===== src/rtl/cfgw_pkg.sv =====
package cfgw_pkg;
  localparam int IX_CMD = 0;
  localparam int IX_GEN = 1;
  localparam int IX_RAL = 2;
  localparam int IX_RAH = 3;
  localparam int IX_CTL = 4;
  localparam int IX_DTM = 5;
  localparam int IX_CTM = 6;

  function automatic logic [15:0] cmd_base_rst(input int ch);
    return (ch == 0) ? 16'h01F0 : 16'h0170;
  endfunction

  function automatic logic [15:0] ctl_base_rst(input int ch);
    return (ch == 0) ? 16'h03F6 : 16'h0376;
  endfunction

  function automatic logic irq_level(input logic raw, input logic msk, input logic pol);
    return (raw & ~msk) ^ pol;
  endfunction
endpackage


===== src/rtl/cfgw_pointer.sv =====
module cfgw_pointer #(
  parameter int IW = 3
) (
  input  logic          clk,
  input  logic          rst_n,
  input  logic          ptr_wr,
  input  logic          w_auto,
  input  logic          w_chan,
  input  logic [IW-1:0] w_idx,
  input  logic          data_acc,
  output logic          auto_inc,
  output logic          chan,
  output logic [IW-1:0] idx
);
  logic step_evt;
  assign step_evt = data_acc & auto_inc;

  always_ff @(posedge clk) begin
    if (!rst_n) begin
      auto_inc <= 1'b0;
      chan     <= 1'b0;
      idx      <= '0;
    end else if (ptr_wr) begin
      auto_inc <= w_auto;
      chan     <= w_chan;
      idx      <= w_idx;
    end else if (step_evt) begin
      idx <= idx + 1'b1;
    end
  end

  p_step_r4: assert property (@(posedge clk) disable iff (!rst_n)
    step_evt |=> idx == IW'($past(idx) + 1'b1));
  p_hold_r4: assert property (@(posedge clk) disable iff (!rst_n)
    (!data_acc && !ptr_wr) |=> $stable(idx));
endmodule


===== src/rtl/cfgw_chan.sv =====
module cfgw_chan
  import cfgw_pkg::*;
#(
  parameter int CH  = 0,
  parameter int DW  = 16,
  parameter int IW  = 3,
  parameter int RAW = 10
) (
  input  logic           clk,
  input  logic           rst_n,
  input  logic           wr_en,
  input  logic [IW-1:0]  idx,
  input  logic [DW-1:0]  wdata,
  output logic [DW-1:0]  rdata,
  output logic [RAW-1:0] ra_cnt,
  output logic           ra_en,
  output logic           fifo_clr,
  output logic           polarity
);
  localparam int HIW = RAW - 8;

  logic [DW-1:0]  cmd_base, ctl_base;
  logic [7:0]     gen_cfg, ra_lo, dtm, ctm;
  logic [HIW-1:0] ra_hi;
  logic           ra_on;
  logic           wr_ra_hi;

  assign wr_ra_hi = wr_en && (idx == IW'(IX_RAH));

  always_ff @(posedge clk) begin
    if (!rst_n) begin
      cmd_base <= DW'(cmd_base_rst(CH));
      ctl_base <= DW'(ctl_base_rst(CH));
      gen_cfg  <= 8'h01;
      ra_lo    <= 8'h00;
      ra_hi    <= '0;
      ra_on    <= 1'b0;
      dtm      <= 8'hF5;
      ctm      <= 8'hDE;
      fifo_clr <= 1'b0;
    end else begin
      fifo_clr <= wr_ra_hi & wdata[6];
      if (wr_en) begin
        case (idx)
          IW'(IX_CMD): cmd_base <= wdata;
          IW'(IX_GEN): gen_cfg  <= wdata[7:0] & 8'hFB;
          IW'(IX_RAL): ra_lo    <= wdata[7:0];
          IW'(IX_RAH): begin
            ra_hi <= wdata[HIW-1:0];
            ra_on <= wdata[7];
          end
          IW'(IX_CTL): ctl_base <= wdata;
          IW'(IX_DTM): dtm      <= wdata[7:0];
          IW'(IX_CTM): ctm      <= wdata[7:0];
          default: ;
        endcase
      end
    end
  end

  always_comb begin
    case (idx)
      IW'(IX_CMD): rdata = cmd_base;
      IW'(IX_GEN): rdata = DW'(gen_cfg);
      IW'(IX_CTL): rdata = ctl_base;
      IW'(IX_DTM): rdata = DW'(dtm);
      IW'(IX_CTM): rdata = DW'(ctm);
      default:     rdata = '0;
    endcase
  end

  assign ra_cnt   = {ra_hi, ra_lo};
  assign ra_en    = ra_on;
  assign polarity = gen_cfg[3];

  p_slot7_r5: assert property (@(posedge clk) disable iff (!rst_n)
    (wr_en && idx == IW'(7)) |=> $stable({cmd_base, ctl_base, gen_cfg, ra_lo, ra_hi, ra_on, dtm, ctm}));
  p_pulse_r7: assert property (@(posedge clk) disable iff (!rst_n)
    (fifo_clr && !wr_en) |=> !fifo_clr);
endmodule


===== src/rtl/cfgw_glob.sv =====
module cfgw_glob
  import cfgw_pkg::*;
(
  input  logic       clk,
  input  logic       rst_n,
  input  logic       ct_wr,
  input  logic       mask_wr,
  input  logic       w_key,
  input  logic [1:0] w_low,
  input  logic [1:0] raw_irq,
  input  logic [1:0] bm_irq,
  input  logic       strap,
  input  logic [1:0] pol,
  output logic [7:0] stat_byte,
  output logic [7:0] mask_byte,
  output logic [1:0] irq_out,
  output logic       test_mode,
  output logic       legacy_mode
);
  logic [1:0] mask;

  always_ff @(posedge clk) begin
    if (!rst_n) begin
      mask        <= 2'b00;
      test_mode   <= 1'b0;
      legacy_mode <= 1'b0;
    end else begin
      if (mask_wr) mask <= w_low;
      if (ct_wr && w_key) begin
        legacy_mode <= w_low[1];
        test_mode   <= w_low[0];
      end
    end
  end

  assign stat_byte = {6'b0, bm_irq[0], raw_irq[0]};
  assign mask_byte = {3'b0, strap, bm_irq[1], raw_irq[1], mask};

  for (genvar c = 0; c < 2; c++) begin : g_irq
    assign irq_out[c] = irq_level(raw_irq[c], mask[c], pol[c]);
  end

  p_ct_guard_r9: assert property (@(posedge clk) disable iff (!rst_n)
    (ct_wr && !w_key) |=> $stable({legacy_mode, test_mode}));
  p_mask_load_r8: assert property (@(posedge clk) disable iff (!rst_n)
    mask_wr |=> mask == $past(w_low));
  p_quiet_r10: assert property (@(posedge clk) disable iff (!rst_n)
    (irq_out & mask & ~pol) == 2'b00);
endmodule


===== src/rtl/idx_cfg_bank.sv =====
module idx_cfg_bank #(
  parameter int DW  = 16,
  parameter int IW  = 3,
  parameter int RAW = 10
) (
  input  logic             clk,
  input  logic             rst_n,
  input  logic [1:0]       bus_sel,
  input  logic             bus_wr,
  input  logic             bus_rd,
  input  logic [DW-1:0]    bus_wdata,
  output logic [DW-1:0]    bus_rdata,
  input  logic [1:0]       raw_irq,
  input  logic [1:0]       bm_irq,
  input  logic             legacy_strap,
  output logic [1:0]       irq_out,
  output logic [1:0]       fifo_clr,
  output logic [1:0]       ra_en,
  output logic [2*RAW-1:0] ra_cnt,
  output logic             test_mode,
  output logic             legacy_mode
);
  localparam int NCH = 2;

  logic          data_acc, data_wr;
  logic          p_auto, p_chan;
  logic [IW-1:0] p_idx;
  logic [NCH-1:0][DW-1:0] ch_rd;
  logic [NCH-1:0] pol;
  logic [7:0]    stat_byte, mask_byte;

  assign data_acc = (bus_rd | bus_wr) && (bus_sel == 2'd0);
  assign data_wr  = bus_wr && (bus_sel == 2'd0);

  cfgw_pointer #(.IW(IW)) u_ptr (
    .clk(clk), .rst_n(rst_n),
    .ptr_wr(bus_wr && bus_sel == 2'd1),
    .w_auto(bus_wdata[7]), .w_chan(bus_wdata[3]), .w_idx(bus_wdata[IW-1:0]),
    .data_acc(data_acc),
    .auto_inc(p_auto), .chan(p_chan), .idx(p_idx)
  );

  for (genvar c = 0; c < NCH; c++) begin : g_ch
    cfgw_chan #(.CH(c), .DW(DW), .IW(IW), .RAW(RAW)) u_ch (
      .clk(clk), .rst_n(rst_n),
      .wr_en(data_wr && (p_chan == c[0])),
      .idx(p_idx), .wdata(bus_wdata),
      .rdata(ch_rd[c]),
      .ra_cnt(ra_cnt[c*RAW +: RAW]),
      .ra_en(ra_en[c]),
      .fifo_clr(fifo_clr[c]),
      .polarity(pol[c])
    );
  end

  cfgw_glob u_glob (
    .clk(clk), .rst_n(rst_n),
    .ct_wr(bus_wr && bus_sel == 2'd2),
    .mask_wr(bus_wr && bus_sel == 2'd3),
    .w_key(bus_wdata[7]), .w_low(bus_wdata[1:0]),
    .raw_irq(raw_irq), .bm_irq(bm_irq), .strap(legacy_strap), .pol(pol),
    .stat_byte(stat_byte), .mask_byte(mask_byte), .irq_out(irq_out),
    .test_mode(test_mode), .legacy_mode(legacy_mode)
  );

  always_comb begin
    case (bus_sel)
      2'd0:    bus_rdata = ch_rd[p_chan];
      2'd1:    bus_rdata = DW'({p_auto, 3'b000, p_chan, p_idx});
      2'd2:    bus_rdata = DW'(stat_byte);
      default: bus_rdata = DW'(mask_byte);
    endcase
  end

  p_chan_iso_r3: assert property (@(posedge clk) disable iff (!rst_n)
    (data_wr && p_chan) |=> $stable(ch_rd[0]) || p_idx != $past(p_idx));
endmodule


===== config.mk =====
export PLATFORM = sky130hd
export DESIGN_NAME = idx_cfg_bank
export DESIGN_NICKNAME = d
export VERILOG_FILES = /design/src/rtl/cfgw_pkg.sv /design/src/rtl/cfgw_pointer.sv /design/src/rtl/cfgw_chan.sv /design/src/rtl/cfgw_glob.sv /design/src/rtl/idx_cfg_bank.sv
export SDC_FILE = /design/constraint.sdc
export NUM_CORES = 1
export LEC_CHECK = 0
export BUFFER_PORTS_ARGS = -buffer_cell sky130_fd_sc_hd__buf_2
export CORE_ASPECT_RATIO = 1.25
export CORE_MARGIN = 3
export CORE_UTILIZATION = 60
export CTS_BUF_LIST = sky130_fd_sc_hd__clkbuf_4
export DETAILED_ROUTE_END_ITERATION = 8
export PLACE_DENSITY = 0.86
export SYNTH_ARGS = -nofsm -noshare
export SYNTH_HDL_FRONTEND = slang
export SYNTH_SLANG_ARGS = --single-unit

===== constraint.sdc =====
create_clock -name clk -period 2.2 [get_ports clk]
set_input_delay 0.22 -clock clk [delete_from_list [all_inputs] [get_ports clk]]
set_output_delay 0.22 -clock clk [all_outputs]
set_load 0.01 [all_outputs]

---- Word-level counts from Yosys, hierarchy flattened ----
Cells that the tools add are included.
word-level totals
  input port bits ......................... 27
  logic and storage cells ................. 80
  output and inout port bits .............. 44
  register bits ........................... 143
operators by class
  reductions and logical operators ........ 27
  add/subtract/negate cells ............... 1
  equality and inequality tests ........... 9
  order comparisons ....................... 1
  multiplexer cells ....................... 7
  bitwise operators ....................... 11
operators by type and width
  operator                                                               count
  16-bit one-hot mux with 5 select lines                                 2
  16-bit one-hot mux with 3 select lines                                 1
  16-bit 2-to-1 mux                                                      2
  2-bit AND reduction                                                    14
  1-bit logical AND                                                      10
  3-bit equality test, second input constant                             3
  3-bit by 2-bit equality test with 1-bit output, second input constant  2
  3-bit 2-to-1 mux                                                       2
  1-bit AND                                                              5
  2-bit equality test, second input constant                             2
  3-bit by 1-bit adder with 3-bit output, second input constant          1
  3-bit by 1-bit equality test with 1-bit output, second input constant  1
  3-bit zero test                                                        1
  1-bit inverter                                                         3
  2-bit by 1-bit equality test with 1-bit output, second input constant  1
  2-bit zero test                                                        1
  1-bit by 2-bit < comparator with 1-bit output, second input constant   1
  2-bit nonzero test                                                     1
  1-bit bitwise XOR                                                      2
  1-bit OR                                                               1

---- Depth between registers and ports, before layout ----
  word-level depth ........................ 5
  gate-level depth with buffers ........... 9
  depth with buffers taken out ............ 7

---- Modules after synthesis ----
A second synthesis with hierarchy kept.
second synthesis, totals
  cells, all modules ...................... 806
  area, all modules ....................... 7033.0 sq um
by module, submodules not included
  module                    sequential area each (sq um)  area each (sq um)  cells an instance  instances
  cfgw_chan (g_ch[1].u_ch)  1341.3                        3000.4             345                1
  cfgw_chan (g_ch[0].u_ch)  1341.3                        2997.9             345                1
  idx_cfg_bank              0.0                           486.7              58                 1
  cfgw_glob                 80.1                          287.8              34                 1
  cfgw_pointer              100.1                         260.2              24                 1

---- Worst setup path after synthesis ----
Ideal clock, no wire load.
  kind .................................... reg2out
  start ................................... reg u_ptr.idx[0]
  end ..................................... out bus_rdata[2]
  arrival ................................. 1.808 ns
  stages on the path, launching flop included .. 8
  required time ........................... 1.980 ns
  path buffers ............................ 1
  setup slack ............................. 0.172 ns
  cell sequence ........................... dfxtp_1 > inv_1 > ha_1 > buf_2 > nor2b_1 > a211o_1 > nand2_1 > o41ai_1
on the way
  longest elaborated chain between the ends .. 5
  elaborated cells between the ends (all ways) .. 10
  classes of those cells .................. eq/ne (4); mux (5); reduce/logical (1)
ends and longest elaborated chain
  what                                                      line                text
  start, declared                                           cfgw_pointer.sv:13  output logic [IW-1:0] idx
  start signal, assigned                                    cfgw_pointer.sv:26  idx <= w_idx;
  start signal, assigned                                    cfgw_pointer.sv:28  idx <= idx + 1'b1;
  3-bit equality test, or another cell as far along         cfgw_chan.sv:62     case (idx)
  16-bit one-hot mux with 5 select lines                    cfgw_chan.sv:62
  16-bit 2-to-1 mux (not written as such) (*) (2 in a row)  idx_cfg_bank.sv:68  2'd0: bus_rdata = ch_rd[p_chan];
  16-bit one-hot mux with 3 select lines (*)                idx_cfg_bank.sv:67  case (bus_sel)
  end, declared                                             idx_cfg_bank.sv:12  output logic [DW-1:0] bus_rdata,
Mark *: on every way between the ends. The rest lies on a longest branch, timed or not. The select of a mux whose other input is x is not followed.

---- Final worst setup path ----
  start ................................... reg u_ptr.idx[1]
  end ..................................... out bus_rdata[3]
Same word-level chain as after synthesis.

==> results.toml <==
[run_status]
outcome = "complete, but fails checks"
violations = "negative setup slack"

[global_routing]
antenna_found_initial = 0
grt.total_usage_pct = 32.5
grt_pass1_vias = 6290
grt_overflow_total = 0
grt_max_degree = 102
grt_pass1_wl_um = 31100

[finish]
finalNetCount = 880
final_cell_mix = "nand2_1 (237), dfxtp_1 (140), nand3_1 (80), buf_2 (70), a21boi_0 (60)"
drive_gt1_share_pct = 21.3
num_antenna_cells = 0
final_common_cell = "nand2_1"
stdcell_area_mm2 = 0.00773
fin_util_pct = 74.6
area_growth_pct = 18.8
final_cells = 987

[route]
antenna_left = 0
vias_per_cell = 6.55
dr.pass1.iters = 7
drt-total-wl_um = 20200
route.detailed.drc = 0
avgRoutedWirePerCell_um = 20.5
vias = 6467
drtIter0Drc = 898

[min_path]
whs_path_depth = 2
holdCritPathClass = "in2reg"

[pwr]
power_mw = 5.40
power_density_mw_per_mm2 = 699
p_seq_share_pct = 48.7
p_int_mw = 4.09
clkPwrFrac_pct = 40.0
leakage_nw = 3.29
p_sw_share_pct = 24.4
combPwrFrac_pct = 11.3
peakVddDrop_v = 0.000578
p_sw_mw = 1.32

[clock_network]
tritoncts = "built"
path_clk_slew_ns = 0.12
numCtsBuffers = 17
clock_path_buffers = 2
cts.sinks = 143
cts_root_buffer = "clkbuf_4"
ctsHtreeMaxLevel = 4
clk_latency_ns = 0.57

[die]
dieArea_mm2 = 0.0121
start_util_pct = 62.8
io_pins = 71
die_height_um = 122
fp.coreArea_mm2 = 0.0104
die_w_um = 99.2
rows = 41

[run]
drv_cap = 0

[synthesis]
avgSynthCellArea_um2 = 8.34
synth_edf_count = 0
synth_seq_cells = 143
ys.flop_type = "dfxtp_1"
ys_seq_area_share_pct = 44.0
async_flop_share_pct = 0
postSynthCellCount = 780
synth_nets = 812
ys_warn_count = 0
synth_area_mm2 = 0.00651
ys_types = 48

[sta]
fin_worst_skew_ns = 0.0247
worst_pin_slew_ns = 0.536
hold_viol = 0
fin_crit_sh_pct = 121
slew_headroom_pct = 64.3
setup_viol = 16
layout_setup_ws_ns = -0.456
fmax_mhz = 377
rsz0062_at_grt = "true"
final_max_slew_viol_count = 0
min_period_ns = 2.66

[critical_path]
ff2ff_path_depth = 5
crit_type = "reg2out"
cp-end-kind = "primary output"
path_max_fanout = 9
crit_arrival_ns = 2.44
crit_path_start_kind = "flop"
critPathRequiredTime_ns = 1.98

[placed_design]
placed_area_mm2 = 0.00692
io_buffers = 70
dp_cells = 934
gp_congestion = 0.963
hpwl_um = 12000
repair_timing:
item | 4_1_cts | 5_1_grt
gates cloned | 1 | 3
endpoints found under the hold margin | 33 | 0
setup endpoints to repair | 16 | 16
resized for setup | 28 | 18
buffers inserted | 6 | 5
hold buffers | 9 | 0
pin swaps | 22 | 12
critical path, stage by stage, from the launching register on:
cell and delay (ns):
dfxtp_4 0.38, inv_4 0.05, ha_4 0.21, buf_12 0.16, a222oi_1 0.45, a21oi_1 0.20
nor2_1 0.19, a31oi_2 0.07, buf_2 0.16
cell usage after synthesis (2+ instances only):
master    count  share of area, %
buf_6         2              0.35
a221oi_1     11               1.5
o211a_1       4              0.62
and2_1        2              0.19
a22oi_1       5              0.58
dfxtp_1     143                44
and4_1        2              0.27
a21boi_0     60               6.9
o22ai_1       2              0.19
inv_1         5              0.29
nand3_2       3              0.46
xnor2_1       3              0.40
nand2_1     238                14
nor2_1        3              0.17
nor2b_1      30               2.9
ha_1          5              0.96
a222oi_1     11               1.7
mux2i_1      20               3.1
buf_4        14               1.6
a211o_1       2              0.27
a21oi_1      14               1.1
buf_2        20               1.5
a211oi_1      6              0.69
clkbuf_1     39               2.2
a21boi_1     11               1.3
nand4_1       2              0.19
nand4b_1      2              0.27
o21ai_0       5              0.38
nand3_1      81               6.2
mux4_2        8               2.8
o211ai_1      3              0.35
and3_1        7              0.67
nand2b_1      2              0.19
area by class of cell:
cell class / instances / area (µm²)
multi-input cells: 555 / 3400
well taps: 129 / 161
inverters: 5 / 26.3
flip-flops and latches: 143 / 2870
clock inverters: 12 / 243
repair buffers: 126 / 906
clock buffers: 17 / 128
fillers: 705 / 2630
through the flow:
stage,hold WS (ns),setup TNS [ns],setup WS (ns)
floorplan,0.344,0,0.172
global placement,0.438,0,0.108
detailed placement,0.452,-0.0371,-0.0371
CTS,0.0192,-3.14,-0.293
global route,0.0360,-5.49,-0.491
finish,0.0298,-4.83,-0.456
worst paths after layout:
path,start,to,slack (ns)
max,u_ptr.idx[1],bus_rdata[3],-0.46
min reg2reg,g_ch[0].u_ch.ctl_base[13],g_ch[0].u_ch.ctl_base[13],0.46
max reg2reg,u_ptr.chan,g_ch[1].u_ch.ctm[1],0.15
min,rst_n,g_ch[0].u_ch.dtm[5],0.03
metal layers:
| layer | up-vias | routed length [µm] | global-route usage (%) |
|---|---|---|---|
| met5 | - | 0 | 0 |
| met4 | 0 | 1230 | 20.8 |
| met3 | 133 | 2150 | 6.82 |
| met2 | 497 | 9780 | 55.3 |
| met1 | 3019 | 7030 | 37.0 |
| li1 | 2818 | - | - |
cells by family after synthesis:
kind of cell             share of synthesized area, %
buffers and inverters                            6.17
XOR/XNOR                                        0.404
AO/OA/AOI/OAI                                    16.6
AND/OR/NAND/NOR                                  25.8
adder cells (fa/ha/maj)                         0.961
flip-flops                                       44.0
multiplexers                                     6.02
sequential cells by signal, indices dropped and copies added (netlist names):
name / cells
u_glob.test_mode: 1
u_glob.mask: 2
g_ch.u_ch.cmd_base: 32
g_ch.u_ch.ra_en: 2
g_ch.u_ch.ra_hi: 4
u_ptr.chan: 1
g_ch.u_ch.dtm: 16
g_ch.u_ch.ctl_base: 32
u_ptr.idx: 3
g_ch.u_ch.ra_lo: 16
u_ptr.auto_inc: 1
g_ch.u_ch.ctm: 16
g_ch.u_ch.fifo_clr: 2
g_ch.u_ch.gen_cfg: 14
u_glob.legacy_mode: 1
power groups by stage:
stage	Combinational [mW]	Sequential, mW	Clock (mW)
after floorplan	0.310	2.68	0
after CTS	0.537	2.63	2.16
after global routing	0.639	2.63	2.27
final	0.613	2.63	2.16
after global placement	0.458	2.68	0
after detailed placement	0.471	2.69	0
Note: power is estimated with default switching activity, not from simulation.
